**src/rtl/pkt_fifo_pkg.sv**
```systemverilog
// Package: shared mode encoding for the packet buffer and shifter.
// Assumes a 2-bit mode input; code 3 is treated as standby.
package pkt_fifo_pkg;
    typedef enum logic [1:0] {
        MODE_STBY = 2'd0,
        MODE_TX   = 2'd1,
        MODE_RX   = 2'd2,
        MODE_RSVD = 2'd3
    } op_mode_e;
endpackage

```
**src/rtl/pkt_buf.sv**
```systemverilog
// Module: pkt_buf
// Circular byte store with read/write pointers and an occupancy count.
// Assumes at most one push source and one pop source per cycle.
// A push while full is dropped and sets the overrun flag.
// A flush clears the pointers, the count and the overrun flag, and it
// overrides any push or pop in the same cycle.
module pkt_buf #(
    parameter int DEPTH = 64,
    parameter int DW    = 8,
    localparam int AW   = $clog2(DEPTH),
    localparam int CW   = $clog2(DEPTH + 1)
) (
    input  logic          clk,
    input  logic          rst_n,
    input  logic          flush,
    input  logic          push,
    input  logic [DW-1:0] push_data,
    input  logic          pop,
    output logic [DW-1:0] head,
    output logic [CW-1:0] count,
    output logic          full,
    output logic          empty,
    output logic          ovr
);
    logic [DW-1:0] mem [DEPTH];
    logic [AW-1:0] wptr, rptr;
    logic          wr_ok, rd_ok;

    assign full  = (count == CW'(DEPTH));
    assign empty = (count == '0);
    assign wr_ok = push & ~full & ~flush;
    assign rd_ok = pop & ~empty & ~flush;
    assign head  = mem[rptr];

    // Store an accepted byte at the write pointer.
    always_ff @(posedge clk) begin
        if (wr_ok) begin
            mem[wptr] <= push_data;
        end
    end

    // Advance the pointers and count, and track overrun.
    always_ff @(posedge clk) begin
        if (!rst_n || flush) begin
            wptr  <= '0;
            rptr  <= '0;
            count <= '0;
            ovr   <= 1'b0;
        end else begin
            if (wr_ok) begin
                wptr <= (wptr == AW'(DEPTH - 1)) ? '0 : wptr + 1'b1;
            end
            if (rd_ok) begin
                rptr <= (rptr == AW'(DEPTH - 1)) ? '0 : rptr + 1'b1;
            end
            count <= count + CW'(wr_ok) - CW'(rd_ok);
            if (push && full) begin
                ovr <= 1'b1;
            end
        end
    end

    AST_COUNT_BOUND: assert property (@(posedge clk) disable iff (!rst_n)
        count <= CW'(DEPTH)) else $error("count above depth");
    AST_OVR_ON_FULL_PUSH: assert property (@(posedge clk) disable iff (!rst_n)
        (push && full && !flush) |=> ovr) else $error("overrun not set");
    AST_FULL_DROP: assert property (@(posedge clk) disable iff (!rst_n)
        (push && full && !pop && !flush) |=> full) else $error("full push changed count");
    AST_FLUSH_CLEARS: assert property (@(posedge clk) disable iff (!rst_n)
        flush |=> (empty && !ovr)) else $error("flush incomplete");
endmodule

```
**src/rtl/bit_rate_gen.sv**
```systemverilog
// Module: bit_rate_gen
// Programmable divider that makes a one-cycle bit enable every div+1 clocks.
// Assumes en is high only while a serial mode is active. The counter
// restarts whenever en is low.
module bit_rate_gen #(
    parameter int DIV_W = 8
) (
    input  logic             clk,
    input  logic             rst_n,
    input  logic             en,
    input  logic [DIV_W-1:0] div,
    output logic             tick
);
    logic [DIV_W-1:0] cnt;

    // Count clocks and emit the enable pulse at the terminal value.
    always_ff @(posedge clk) begin
        if (!rst_n || !en) begin
            cnt  <= '0;
            tick <= 1'b0;
        end else if (cnt == div) begin
            cnt  <= '0;
            tick <= 1'b1;
        end else begin
            cnt  <= cnt + 1'b1;
            tick <= 1'b0;
        end
    end

    AST_TICK_SINGLE: assert property (@(posedge clk) disable iff (!rst_n)
        (tick && div != '0) |=> (!tick || !$stable(div))) else $error("tick too wide");
    AST_TICK_IDLE: assert property (@(posedge clk) disable iff (!rst_n)
        !en |=> !tick) else $error("tick in standby");
endmodule

```
**src/rtl/serial_shifter.sv**
```systemverilog
// Module: serial_shifter
// Shift register between the byte store and the serial bit stream.
// In transmit mode it pops bytes and shifts them out MSB first, and it
// flags the end of a packet when the store runs dry. In receive mode it
// assembles 8 bits MSB first and requests a push per byte.
// Assumes head is valid whenever buf_empty is low. Any mode change resets
// the shifter state.
module serial_shifter
    import pkt_fifo_pkg::*;
#(
    parameter int DW  = 8,
    localparam int BW = $clog2(DW)
) (
    input  logic          clk,
    input  logic          rst_n,
    input  logic [1:0]    mode,
    input  logic          tick,
    input  logic          buf_empty,
    input  logic [DW-1:0] head,
    input  logic          rx_in,
    output logic          tx_pop,
    output logic          rx_push,
    output logic [DW-1:0] rx_byte,
    output logic          tx_data,
    output logic          pkt_sent
);
    logic [DW-1:0] sr;
    logic [BW-1:0] bcnt;
    logic          active;
    logic [1:0]    mode_q;
    logic          is_tx, is_rx, mode_chg, last_bit, need_byte;

    assign is_tx     = (mode == MODE_TX);
    assign is_rx     = (mode == MODE_RX);
    assign mode_chg  = (mode != mode_q);
    assign last_bit  = (bcnt == BW'(DW - 1));
    assign need_byte = ~active | last_bit;
    assign tx_pop    = tick & is_tx & ~mode_chg & need_byte & ~buf_empty;
    assign rx_push   = tick & is_rx & ~mode_chg & last_bit;
    assign rx_byte   = {sr[DW-2:0], rx_in};
    assign tx_data   = active & is_tx & sr[DW-1];

    // Remember the mode of the previous cycle to detect changes.
    always_ff @(posedge clk) begin
        if (!rst_n) begin
            mode_q <= MODE_STBY;
        end else begin
            mode_q <= mode;
        end
    end

    // Shift, load, assemble and flag end of packet on each bit enable.
    always_ff @(posedge clk) begin
        if (!rst_n || mode_chg || !(is_tx || is_rx)) begin
            sr       <= '0;
            bcnt     <= '0;
            active   <= 1'b0;
            pkt_sent <= 1'b0;
        end else if (tick) begin
            if (is_tx) begin
                if (tx_pop) begin
                    sr       <= head;
                    bcnt     <= '0;
                    active   <= 1'b1;
                    pkt_sent <= 1'b0;
                end else if (need_byte) begin
                    if (active) begin
                        pkt_sent <= 1'b1;
                    end
                    sr     <= '0;
                    bcnt   <= '0;
                    active <= 1'b0;
                end else begin
                    sr   <= {sr[DW-2:0], 1'b0};
                    bcnt <= bcnt + 1'b1;
                end
            end else begin
                sr   <= rx_byte;
                bcnt <= last_bit ? '0 : bcnt + 1'b1;
            end
        end
    end

    AST_SENT_IDLE: assert property (@(posedge clk) disable iff (!rst_n)
        pkt_sent |-> !active) else $error("sent while shifting");
    AST_SENT_CLEARS_ON_LOAD: assert property (@(posedge clk) disable iff (!rst_n)
        tx_pop |=> !pkt_sent) else $error("sent held over load");
endmodule

```
**src/rtl/pkt_fifo_serdes.sv**
```systemverilog
// Module: pkt_fifo_serdes (top)
// Packet byte store with a host port framed by an active-low chip select,
// a bit-rate divider and a serial shifter, plus the status flags.
// Assumes the host changes cs_n and its strobes synchronously to clk.
// Host writes are accepted outside receive mode, host reads outside
// transmit mode. The empty flag updates only after a cycle with cs_n high.
module pkt_fifo_serdes
    import pkt_fifo_pkg::*;
#(
    parameter int DEPTH = 64,
    parameter int DW    = 8,
    parameter int DIV_W = 8,
    localparam int CW   = $clog2(DEPTH + 1),
    localparam int TW   = $clog2(DEPTH)
) (
    input  logic             clk,
    input  logic             rst_n,
    input  logic [1:0]       mode,
    input  logic             cs_n,
    input  logic             host_wr_en,
    input  logic [DW-1:0]    host_wr_data,
    input  logic             host_rd_en,
    output logic [DW-1:0]    host_rd_data,
    input  logic             ovr_clr,
    input  logic [TW-1:0]    fifo_thresh,
    input  logic [DIV_W-1:0] bit_div,
    input  logic             rx_in,
    output logic             tx_data,
    output logic             bit_en,
    output logic             fifo_empty,
    output logic             fifo_full,
    output logic             fifo_level,
    output logic             fifo_ovr,
    output logic             pkt_sent
);
    logic          host_push, host_pop, flush;
    logic          tx_pop, rx_push, push, pop;
    logic [DW-1:0] rx_byte, push_data, head;
    logic [CW-1:0] count;
    logic          buf_empty, cs_q, serial_on;

    assign host_push = ~cs_n & host_wr_en & (mode != MODE_RX);
    assign host_pop  = ~cs_n & host_rd_en & (mode != MODE_TX);
    assign flush     = ~cs_n & ovr_clr;
    assign push      = host_push | rx_push;
    assign push_data = rx_push ? rx_byte : host_wr_data;
    assign pop       = host_pop | tx_pop;
    assign serial_on = (mode == MODE_TX) | (mode == MODE_RX);
    assign fifo_level = (count > CW'(fifo_thresh));

    pkt_buf #(.DEPTH(DEPTH), .DW(DW)) i_buf (
        .clk       (clk),
        .rst_n     (rst_n),
        .flush     (flush),
        .push      (push),
        .push_data (push_data),
        .pop       (pop),
        .head      (head),
        .count     (count),
        .full      (fifo_full),
        .empty     (buf_empty),
        .ovr       (fifo_ovr)
    );

    bit_rate_gen #(.DIV_W(DIV_W)) i_rate (
        .clk   (clk),
        .rst_n (rst_n),
        .en    (serial_on),
        .div   (bit_div),
        .tick  (bit_en)
    );

    serial_shifter #(.DW(DW)) i_shift (
        .clk       (clk),
        .rst_n     (rst_n),
        .mode      (mode),
        .tick      (bit_en),
        .buf_empty (buf_empty),
        .head      (head),
        .rx_in     (rx_in),
        .tx_pop    (tx_pop),
        .rx_push   (rx_push),
        .rx_byte   (rx_byte),
        .tx_data   (tx_data),
        .pkt_sent  (pkt_sent)
    );

    // Capture the byte the host pops.
    always_ff @(posedge clk) begin
        if (!rst_n) begin
            host_rd_data <= '0;
        end else if (host_pop && !buf_empty && !flush) begin
            host_rd_data <= head;
        end
    end

    // Framed empty flag: refresh only after a cycle with chip select high.
    always_ff @(posedge clk) begin
        if (!rst_n) begin
            cs_q       <= 1'b1;
            fifo_empty <= 1'b1;
        end else begin
            cs_q <= cs_n;
            if (cs_q) begin
                fifo_empty <= buf_empty;
            end
        end
    end

    AST_EMPTY_FROZEN: assert property (@(posedge clk) disable iff (!rst_n)
        (!cs_n && !$past(cs_n)) |=> $stable(fifo_empty)) else $error("empty moved under cs");
    AST_RX_NO_HOST_PUSH: assert property (@(posedge clk) disable iff (!rst_n)
        (mode == MODE_RX && !rx_push) |=> (count <= $past(count))) else $error("host write in rx");
endmodule

```
**config.mk**
```make
export PLATFORM = sky130hd
export DESIGN_NAME = pkt_fifo_serdes
export DESIGN_NICKNAME = d
export VERILOG_FILES = /design/src/rtl/pkt_fifo_pkg.sv /design/src/rtl/pkt_buf.sv /design/src/rtl/bit_rate_gen.sv /design/src/rtl/serial_shifter.sv /design/src/rtl/pkt_fifo_serdes.sv
export SDC_FILE = /design/constraint.sdc
export NUM_CORES = 1
export LEC_CHECK = 0
export BUFFER_PORTS_ARGS = -buffer_cell sky130_fd_sc_hd__buf_4
export CAP_MARGIN = 5
export CELL_PAD_IN_SITES_DETAIL_PLACEMENT = 0
export CELL_PAD_IN_SITES_GLOBAL_PLACEMENT = 1
export CORE_ASPECT_RATIO = 0.5
export CORE_MARGIN = 5
export CORE_UTILIZATION = 25
export DETAILED_ROUTE_END_ITERATION = 7
export GPL_TIMING_DRIVEN = 0
export PLACE_DENSITY_LB_ADDON = 0.1
export RECOVER_POWER = 25
export SYNTH_ARGS = -nofsm -noshare
export SYNTH_HDL_FRONTEND = slang
export SYNTH_SLANG_ARGS = --single-unit
export TNS_END_PERCENT = 5
```
**constraint.sdc**
```tcl
create_clock -name clk -period 3.3 [get_ports clk]
set_clock_uncertainty 0.2 [all_clocks]
set_input_delay 0.165 -clock clk [delete_from_list [all_inputs] [get_ports clk]]
set_output_delay 0.165 -clock clk [all_outputs]
set_load 0.03 [all_outputs]
```
==> metrics.md, run 1 <==
| Metric | Value |
|---|---|
| Grt total ovfl | 0 |
| Synth-to-layout area growth | 20.05% |
| Syn Nets | 1,382 |
| Worst vdd ir | 0.3421 mV |
| Min Tclk post-route | 3.502 ns |
| RSZ-0062 raised after global routing | true |
| Post-Place Setup Slack | -1.316 ns |
| Clock Path Buffers | 3 |
| DP HPWL | 48.99 mm |
| Cells after Synth | 1,328 |
| Power per cell area | 562.4 nW/µm² |
| Outcome | finished, violations left |
| DRC | 0 |
| I/O Pins | 46 |
| CP bufs+invs | 0 |
| Root Buffer | clkbuf_16 |
| Cell Area, Placed | 25,000 µm² |
| CTS Buf Count | 56 |
| Final period util | 106.1% |
| Initial antenna violation count | 0 |
| Max transition margin | 20.80% |
| Mapped cell area | 23,100 µm² |
| WP data required | 3.36 ns |
| Achievable Freq | 0.2856 GHz |
| Worst r2r src | i_shift.bcnt[0]$_SDFFE_PP0P_ |
| Critical Path End Type | register |
| Initial Utilization | 25.34% |
| Number of distinct library cells after synthesis | 65 |
| # port buffers | 45 |
| Most common cell after layout, fill and taps aside | edfxtp_1 |
| Pin count of the biggest net entering global routing | 65 |
| First-pass iteration count of the detailed router | 5 |
| Worst Min Path Start | host_wr_data[7] |
| CTS tree | built |
| Commonest non-fill, non-tap cells in the layout | edfxtp_1, mux4_2, nand2_1, dfxtp_1, nor2_1 |
| Max stage delay on crit path | 0.72 ns |
| Iter 0 DRT Violations | 1,139 |
| Crit Path Max Fanout | 8 |
| Post-synth ARST share | 0% |
| CTS sink count | 572 |
| Data arrival, critical path | 3.57 ns |
| Leak pwr | 8.388 nW |
| Worst r2r dst | i_buf.mem[48][5]$_DFFE_PP_ |
| Worst-margin pin slew | 1.179 ns |
| Filler Cell Count | 8,986 |
| Final hold viol count | 0 |
| CP startpoint | i_shift.bcnt[0]$_SDFFE_PP0P_ |
| Clk_lat worst skew | 0.63 ns |
| Setup ws final | -0.2018 ns |
| Die width | 439.9 µm |
| Fin Hold WS | 0.01197 ns |
| Core Region | 91,150 µm² |
| Crit-path slowest cell | nor2_2 |
| Post-synthesis register bit count | 572 |
| Final max-slew violation count | 0 |
| Synth Flop Type | edfxtp_1 |
| Global-route total usage across every layer | 14.68% |
| Post-Syn Area per Cell | 17.39 µm² |
| Flop2flop setup slack | -0.20 ns |
| Layout net count | 1,522 |
| WS Path Type | reg -> reg |
| Drt wl/cell | 26.72 µm |
| First-pass GRT wire length | 102.0 mm |
| Via/cell ratio | 4.639 |
| Final setup vio count | 98 |
| EDFF count, synth | 512 |
| Vias in the first global route | 12,830 |
| N_diodes | 0 |
| Ordered cell list for the critical path | ha_1 > ha_2 > and3_4 > nand3_4 > a211o_4 > nor2_1 > nand2_1 > nor2_2 |
| Min-Delay Endpoint | i_buf.mem[20][7]$_DFFE_PP_ |
| Largest cells by area after synthesis | edfxtp_1, mux4_2, dfxtp_1 |
| Failing checks | negative setup slack |
| Cell taking the most area after synthesis | edfxtp_1 |
| CP startpoint kind | register |
| MaxCap Viol Count | 0 |
| GP Congestion | 0.7791 |
| H-tree Lvls | 2 |
| Hold depth | 2 |
| HP Class | in -> reg |
| Cell area after layout | 27,730 µm² |
| Post-synth top area share | 66.56% |
| Crit-path leading delay family | simple AND/OR/NAND/NOR gates |
| Worst-path clk slew | 0.06 ns |
| Yosys warnings | 0 |
| DRT antenna net count | 0 |
| Sequential fraction of the synthesis area | 71.76% |
| Routed vias | 12,750 |
| Row cnt | 78 |
| Height of the die | 224.9 µm |
| DIE AREA | 98,950 µm² |
| Share of cells above drive strength 1 | 25.73% |
| DRT Wirelength | 73.42 mm |
| Worst R2R Path Depth | 8 |
[cell type report]
class	count	area (µm²)	share of cell area, %
inverters	26	97.59	0.3519
clock buffers	71	1458	5.257
flip-flops and latches	572	16580	59.78
multi-input cells	667	6560	23.66
well taps	1240	1551	5.595
clock inverters	27	276.5	0.9972
repair buffers	82	738.2	2.662
plain buffers	63	470.5	1.697
[worst max path at each step]
stage | to | slack (ns) | cells past startpoint
2_1_floorplan | i_buf.count[6]$_SDFF_PP0_ | 0.001 | 17
3_3_place_gp | i_buf.mem[22][3]$_DFFE_PP_ | -1.21 | 9
3_5_place_dp | i_buf.mem[22][5]$_DFFE_PP_ | -1.32 | 9
4_1_cts | i_buf.count[6]$_SDFF_PP0_ | -0.64 | 16
5_1_grt | i_buf.mem[3][1]$_DFFE_PP_ | -0.28 | 8
6_report | i_buf.mem[48][5]$_DFFE_PP_ | -0.20 | 8
[per-stage QoR]
step	util [%]	setup TNS, ns	total power [mW]	std cells
after global routing	30.42	-21.40	16.22	2748
after floorplan	-	0	8.871	1328
final	30.42	-10.16	15.60	2748
after CTS	30.21	-56.30	15.73	2739
after detailed placement	27.43	-337.49	9.320	2613
after global placement	27.42	-309.63	9.306	2613
[synth_stat cells, types with 4 or more instances]
cell      number
a211oi_1       6
buf_6          8
nand3_1       30
clkbuf_1      18
and3_1         8
nand2b_1      18
nor2b_1        9
buf_4          7
ha_1          22
nor2_1       110
dfxtp_1       60
o21a_1         4
xor2_1        19
buf_1          5
o22ai_1        9
mux4_1         5
nor3b_1        4
nor3_1         6
buf_2         22
inv_1         25
o221ai_1      17
mux2i_1       56
xnor2_1        6
o21ai_1        5
or3_1          5
o21ai_0       15
a21oi_1       41
a31oi_1       12
mux2_2         9
mux4_2       103
a22oi_1       13
edfxtp_1     512
nand2_1       63
nand4_1       15
nand3b_1       6
nor2_2         9
[layer usage]
layer  global-route usage [%]  routed length (µm)  up-vias
met5                        0                   0        -
met4                    2.880                1162        0
met3                    2.942                3498       87
met2                    21.62               31710      258
met1                    22.43               37050     6860
li1                         -                   -     5544
[power by group]
part / switching [mW] / internal [mW] / total [mW]
combinational: 0.767 / 0.539 / 1.31
clock: 2.80 / 3.50 / 6.30
sequential: 0.0503 / 7.94 / 7.99
[flip-flops by register name (all words and copies together), names as in the netlist, 3 cells and up, named ones only]
register      flops
i_shift.bcnt      3
host_rd_data      8
i_buf.count       7
i_buf.mem       512
i_rate.cnt        8
i_buf.rptr        6
i_shift.sr        8
i_buf.wptr        6
[cells by family (layout without fill, tap and decap cells)]
family	count (synthesis)	after routing	synth area share (%)
buffers and inverters	89	269	2.096
and+or+nand+nor	304	304	6.424
xor gates and xnor gates	25	25	0.9479
adders and majority gates	23	23	1.278
muxes	173	173	13.48
AOI/OAI and AO/OA	142	142	4.019
DFF	572	572	71.76
[what timing repair did]
item                       4_1_cts  5_1_grt
setup buffers                   11        5
setup endpoints to repair      534      499
gates resized for setup        133       31
pin swaps                        9       12
hold buffers                    17        0
hold endpoints to repair        43        0
Power figures use the tool's default switching activity.
==> run 2, diff against run 1 <==
--- a/config.mk
+++ b/config.mk
@@ -9,7 +9,7 @@
 export CAP_MARGIN = 5
 export CELL_PAD_IN_SITES_DETAIL_PLACEMENT = 0
 export CELL_PAD_IN_SITES_GLOBAL_PLACEMENT = 1
-export CORE_ASPECT_RATIO = 0.5
+export CORE_ASPECT_RATIO = 0.75
 export CORE_MARGIN = 5
 export CORE_UTILIZATION = 25
 export DETAILED_ROUTE_END_ITERATION = 7
==> metrics.md, run 2 (same netlist as run 1, synthesis figures left out) <==
| Metric | Value |
|---|---|
| Placed Cells incl. Taps | 2,598 |
| Critical Path End Type | register |
| Share of cells above drive strength 1 | 26.83% |
| CTS tree | built |
| Flop2flop setup slack | -0.003 ns |
| Worst vdd ir | 0.3618 mV |
| Fin cells | 2,742 |
| Initial Utilization | 25.24% |
| Routed vias | 12,800 |
| Synth-to-layout area growth | 20.97% |
| Worst r2r dst | i_buf.count[6]$_SDFF_PP0_ |
| Final hold viol count | 0 |
| Height of the die | 273.2 µm |
| RSZ-0062 raised after global routing | true |
| Row cnt | 96 |
| Clock Path Buffers | 3 |
| Worst-path clk slew | 0.06 ns |
| DP HPWL | 49.11 mm |
| First-pass GRT wire length | 103.9 mm |
| Grt total ovfl | 0 |
| Via/cell ratio | 4.668 |
| Max reg flops | 512 |
| Final period util | 100.1% |
| Area of the multi-input gates | 6584 µm² |
| Pwr Total | 16.50 mW |
| Layout net count | 1,524 |
| WP data required | 3.60 ns |
| CP startpoint kind | register |
| Die width | 361.0 µm |
| Global-route total usage across every layer | 14.87% |
| DIE AREA | 98,640 µm² |
| Commonest non-fill, non-tap cells in the layout | edfxtp_1, mux4_2, buf_4, nand2_1, clkbuf_16 |
| DRT antenna net count | 0 |
| Data arrival, critical path | 3.60 ns |
| Outcome | finished, violations left |
| Worst-margin pin slew | 1.184 ns |
| Worst R2R Path Depth | 18 |
| Register area | 16,580 µm² |
| Min-Delay Endpoint | i_buf.wptr[1]$_SDFFE_PP0N_ |
| Crit-path slowest cell | fa_2 |
| CTS sink count | 572 |
| Max transition margin | 20.46% |
| First-pass iteration count of the detailed router | 5 |
| WS Path Type | reg -> reg |
| DRC | 0 |
| Ordered cell list for the critical path | inv_1 > ha_2 > nor4bb_4 > nor2b_4 > nor2_4 > nand2_4 > inv_2 > ha_1 > inv_1 > ha_2 > inv_1 > fa_2 > nand2b_4 > a21oi_4 > o21ai_2 > a21oi_2 > or3_1 > a21oi_1 |
| Root Buffer | clkbuf_16 |
| Vias in the first global route | 12,820 |
| Core Region | 91,530 µm² |
| Crit Path Max Fanout | 4 |
| Drt wl/cell | 27.29 µm |
| Setup ws final | -0.003280 ns |
| Worst r2r src | i_buf.count[2]$_SDFF_PP0_ |
| Clk_lat worst skew | 0.65 ns |
| Min Tclk post-route | 3.303 ns |
| Achievable Freq | 0.3027 GHz |
| N_diodes | 0 |
| Iter 0 DRT Violations | 1,093 |
| H-tree Lvls | 2 |
| Power per cell area | 590.6 nW/µm² |
| Failing checks | negative setup slack |
| I/O Pins | 46 |
| Leak pwr | 8.508 nW |
| Worst Min Path Start | mode[1] |
| GP Congestion | 0.8057 |
| Pin count of the biggest net entering global routing | 65 |
| MaxCap Viol Count | 0 |
| Hold depth | 6 |
| DRT Wirelength | 74.83 mm |
| HP Class | in -> reg |
| Final max-slew violation count | 0 |
| Most numerous cell on the critical path | inv_1 |
| # port buffers | 45 |
| CTS Buf Count | 59 |
| Final setup vio count | 1 |
| Initial antenna violation count | 2 |
| Max stage delay on crit path | 0.34 ns |
| Filler Cell Count | 9,037 |
| Most common cell after layout, fill and taps aside | edfxtp_1 |
| Reg with most FFs | i_buf.mem |
-- run 2: cell types whose count changed in the layout (fill, tap and decap cells not counted), moves of 2 or more --
cell / change
a21oi_4: -2
buf_12: -8
buf_4: +5
bufinv_16: +6
clkbuf_1: -6
clkbuf_16: +3
clkinvlp_4: +5
nand2_4: +2
nor2_1: -4
nor2_2: +2
nor2_4: +2
-- run 2: what timing repair did --
action                                  4_1_cts  5_1_grt
hold endpoints to repair                     31        0
endpoints found under the setup margin      533      365
hold buffers                                 17        0
pin swaps                                     8       11
resized for setup                           119       50
cloned                                        0        0
buffers inserted                              6       10
-- run 2: metrics by stage --
step / hold WS [ns] / setup TNS [ns] / util (%) / area [µm²] / setup WS (ns)
6_report: 0.02908 / -0.003280 / 30.53 / 27940 / -0.003280
2_1_floorplan: 0.03804 / 0 / - / 23100 / 0.001381
4_1_cts: 0.01820 / -63.80 / 30.21 / 27650 / -0.6468
5_1_grt: 0.02576 / -1.631 / 30.53 / 27940 / -0.1919
3_5_place_dp: 0.1927 / -405.48 / 27.30 / 24990 / -1.475
3_3_place_gp: 0.1911 / -386.01 / 27.28 / 24970 / -1.484
-- run 2: worst max-delay path by stage --
stage	startpoint	endpoint	slack, ns	cells past startpoint
2_1_floorplan	i_shift.bcnt[0]$_SDFFE_PP0P_	i_buf.count[6]$_SDFF_PP0_	0.001	17
3_3_place_gp	i_shift.bcnt[0]$_SDFFE_PP0P_	i_buf.mem[22][5]$_DFFE_PP_	-1.48	9
3_5_place_dp	i_shift.bcnt[0]$_SDFFE_PP0P_	i_buf.mem[22][5]$_DFFE_PP_	-1.47	9
4_1_cts	i_shift.bcnt[0]$_SDFFE_PP0P_	i_buf.mem[48][5]$_DFFE_PP_	-0.65	8
5_1_grt	i_buf.count[3]$_SDFF_PP0_	i_buf.count[6]$_SDFF_PP0_	-0.19	18
6_report	i_buf.count[2]$_SDFF_PP0_	i_buf.count[6]$_SDFF_PP0_	-0.003	18
-- run 2: layout make-up --
type / count / share of cell area, %
clock inverter: 39 / 1.840
multi-input combinational: 667 / 23.56
sequential: 572 / 59.34
timing repair buffer: 81 / 2.404
tap: 1225 / 5.485
clock buffer: 69 / 5.418
buffer: 63 / 1.607
inverter: 26 / 0.3492
-- run 2: where the power goes --
group | switching [mW] | total [mW] | internal (mW)
Clock | 3.00 | 7.15 | 4.15
Sequential | 0.0454 | 7.98 | 7.94
Combinational | 0.796 | 1.37 | 0.575
-- run 2: critical path: cells and delay by family, from the launching register on --
| family | cells | cell delay, ns |
|---|---|---|
| and+or+nand+nor | 6 | 1.02 |
| adders and majority gates | 4 | 0.95 |
| AOI/OAI and AO/OA | 4 | 0.42 |
| DFF | 1 | 0.32 |
| buffers and inverters | 4 | 0.24 |
-- run 2: routing by layer --
layer / share of wire, % / vias up / track usage (%) / wire [µm]
met2: 41 / 283 / 20.29 / 30430
met5: 0 / - / 0 / 0
met3: 4.8 / 82 / 2.505 / 3606
met1: 53 / 6869 / 24.19 / 39460
met4: 1.8 / 0 / 3.385 / 1331
li1: - / 5567 / - / -
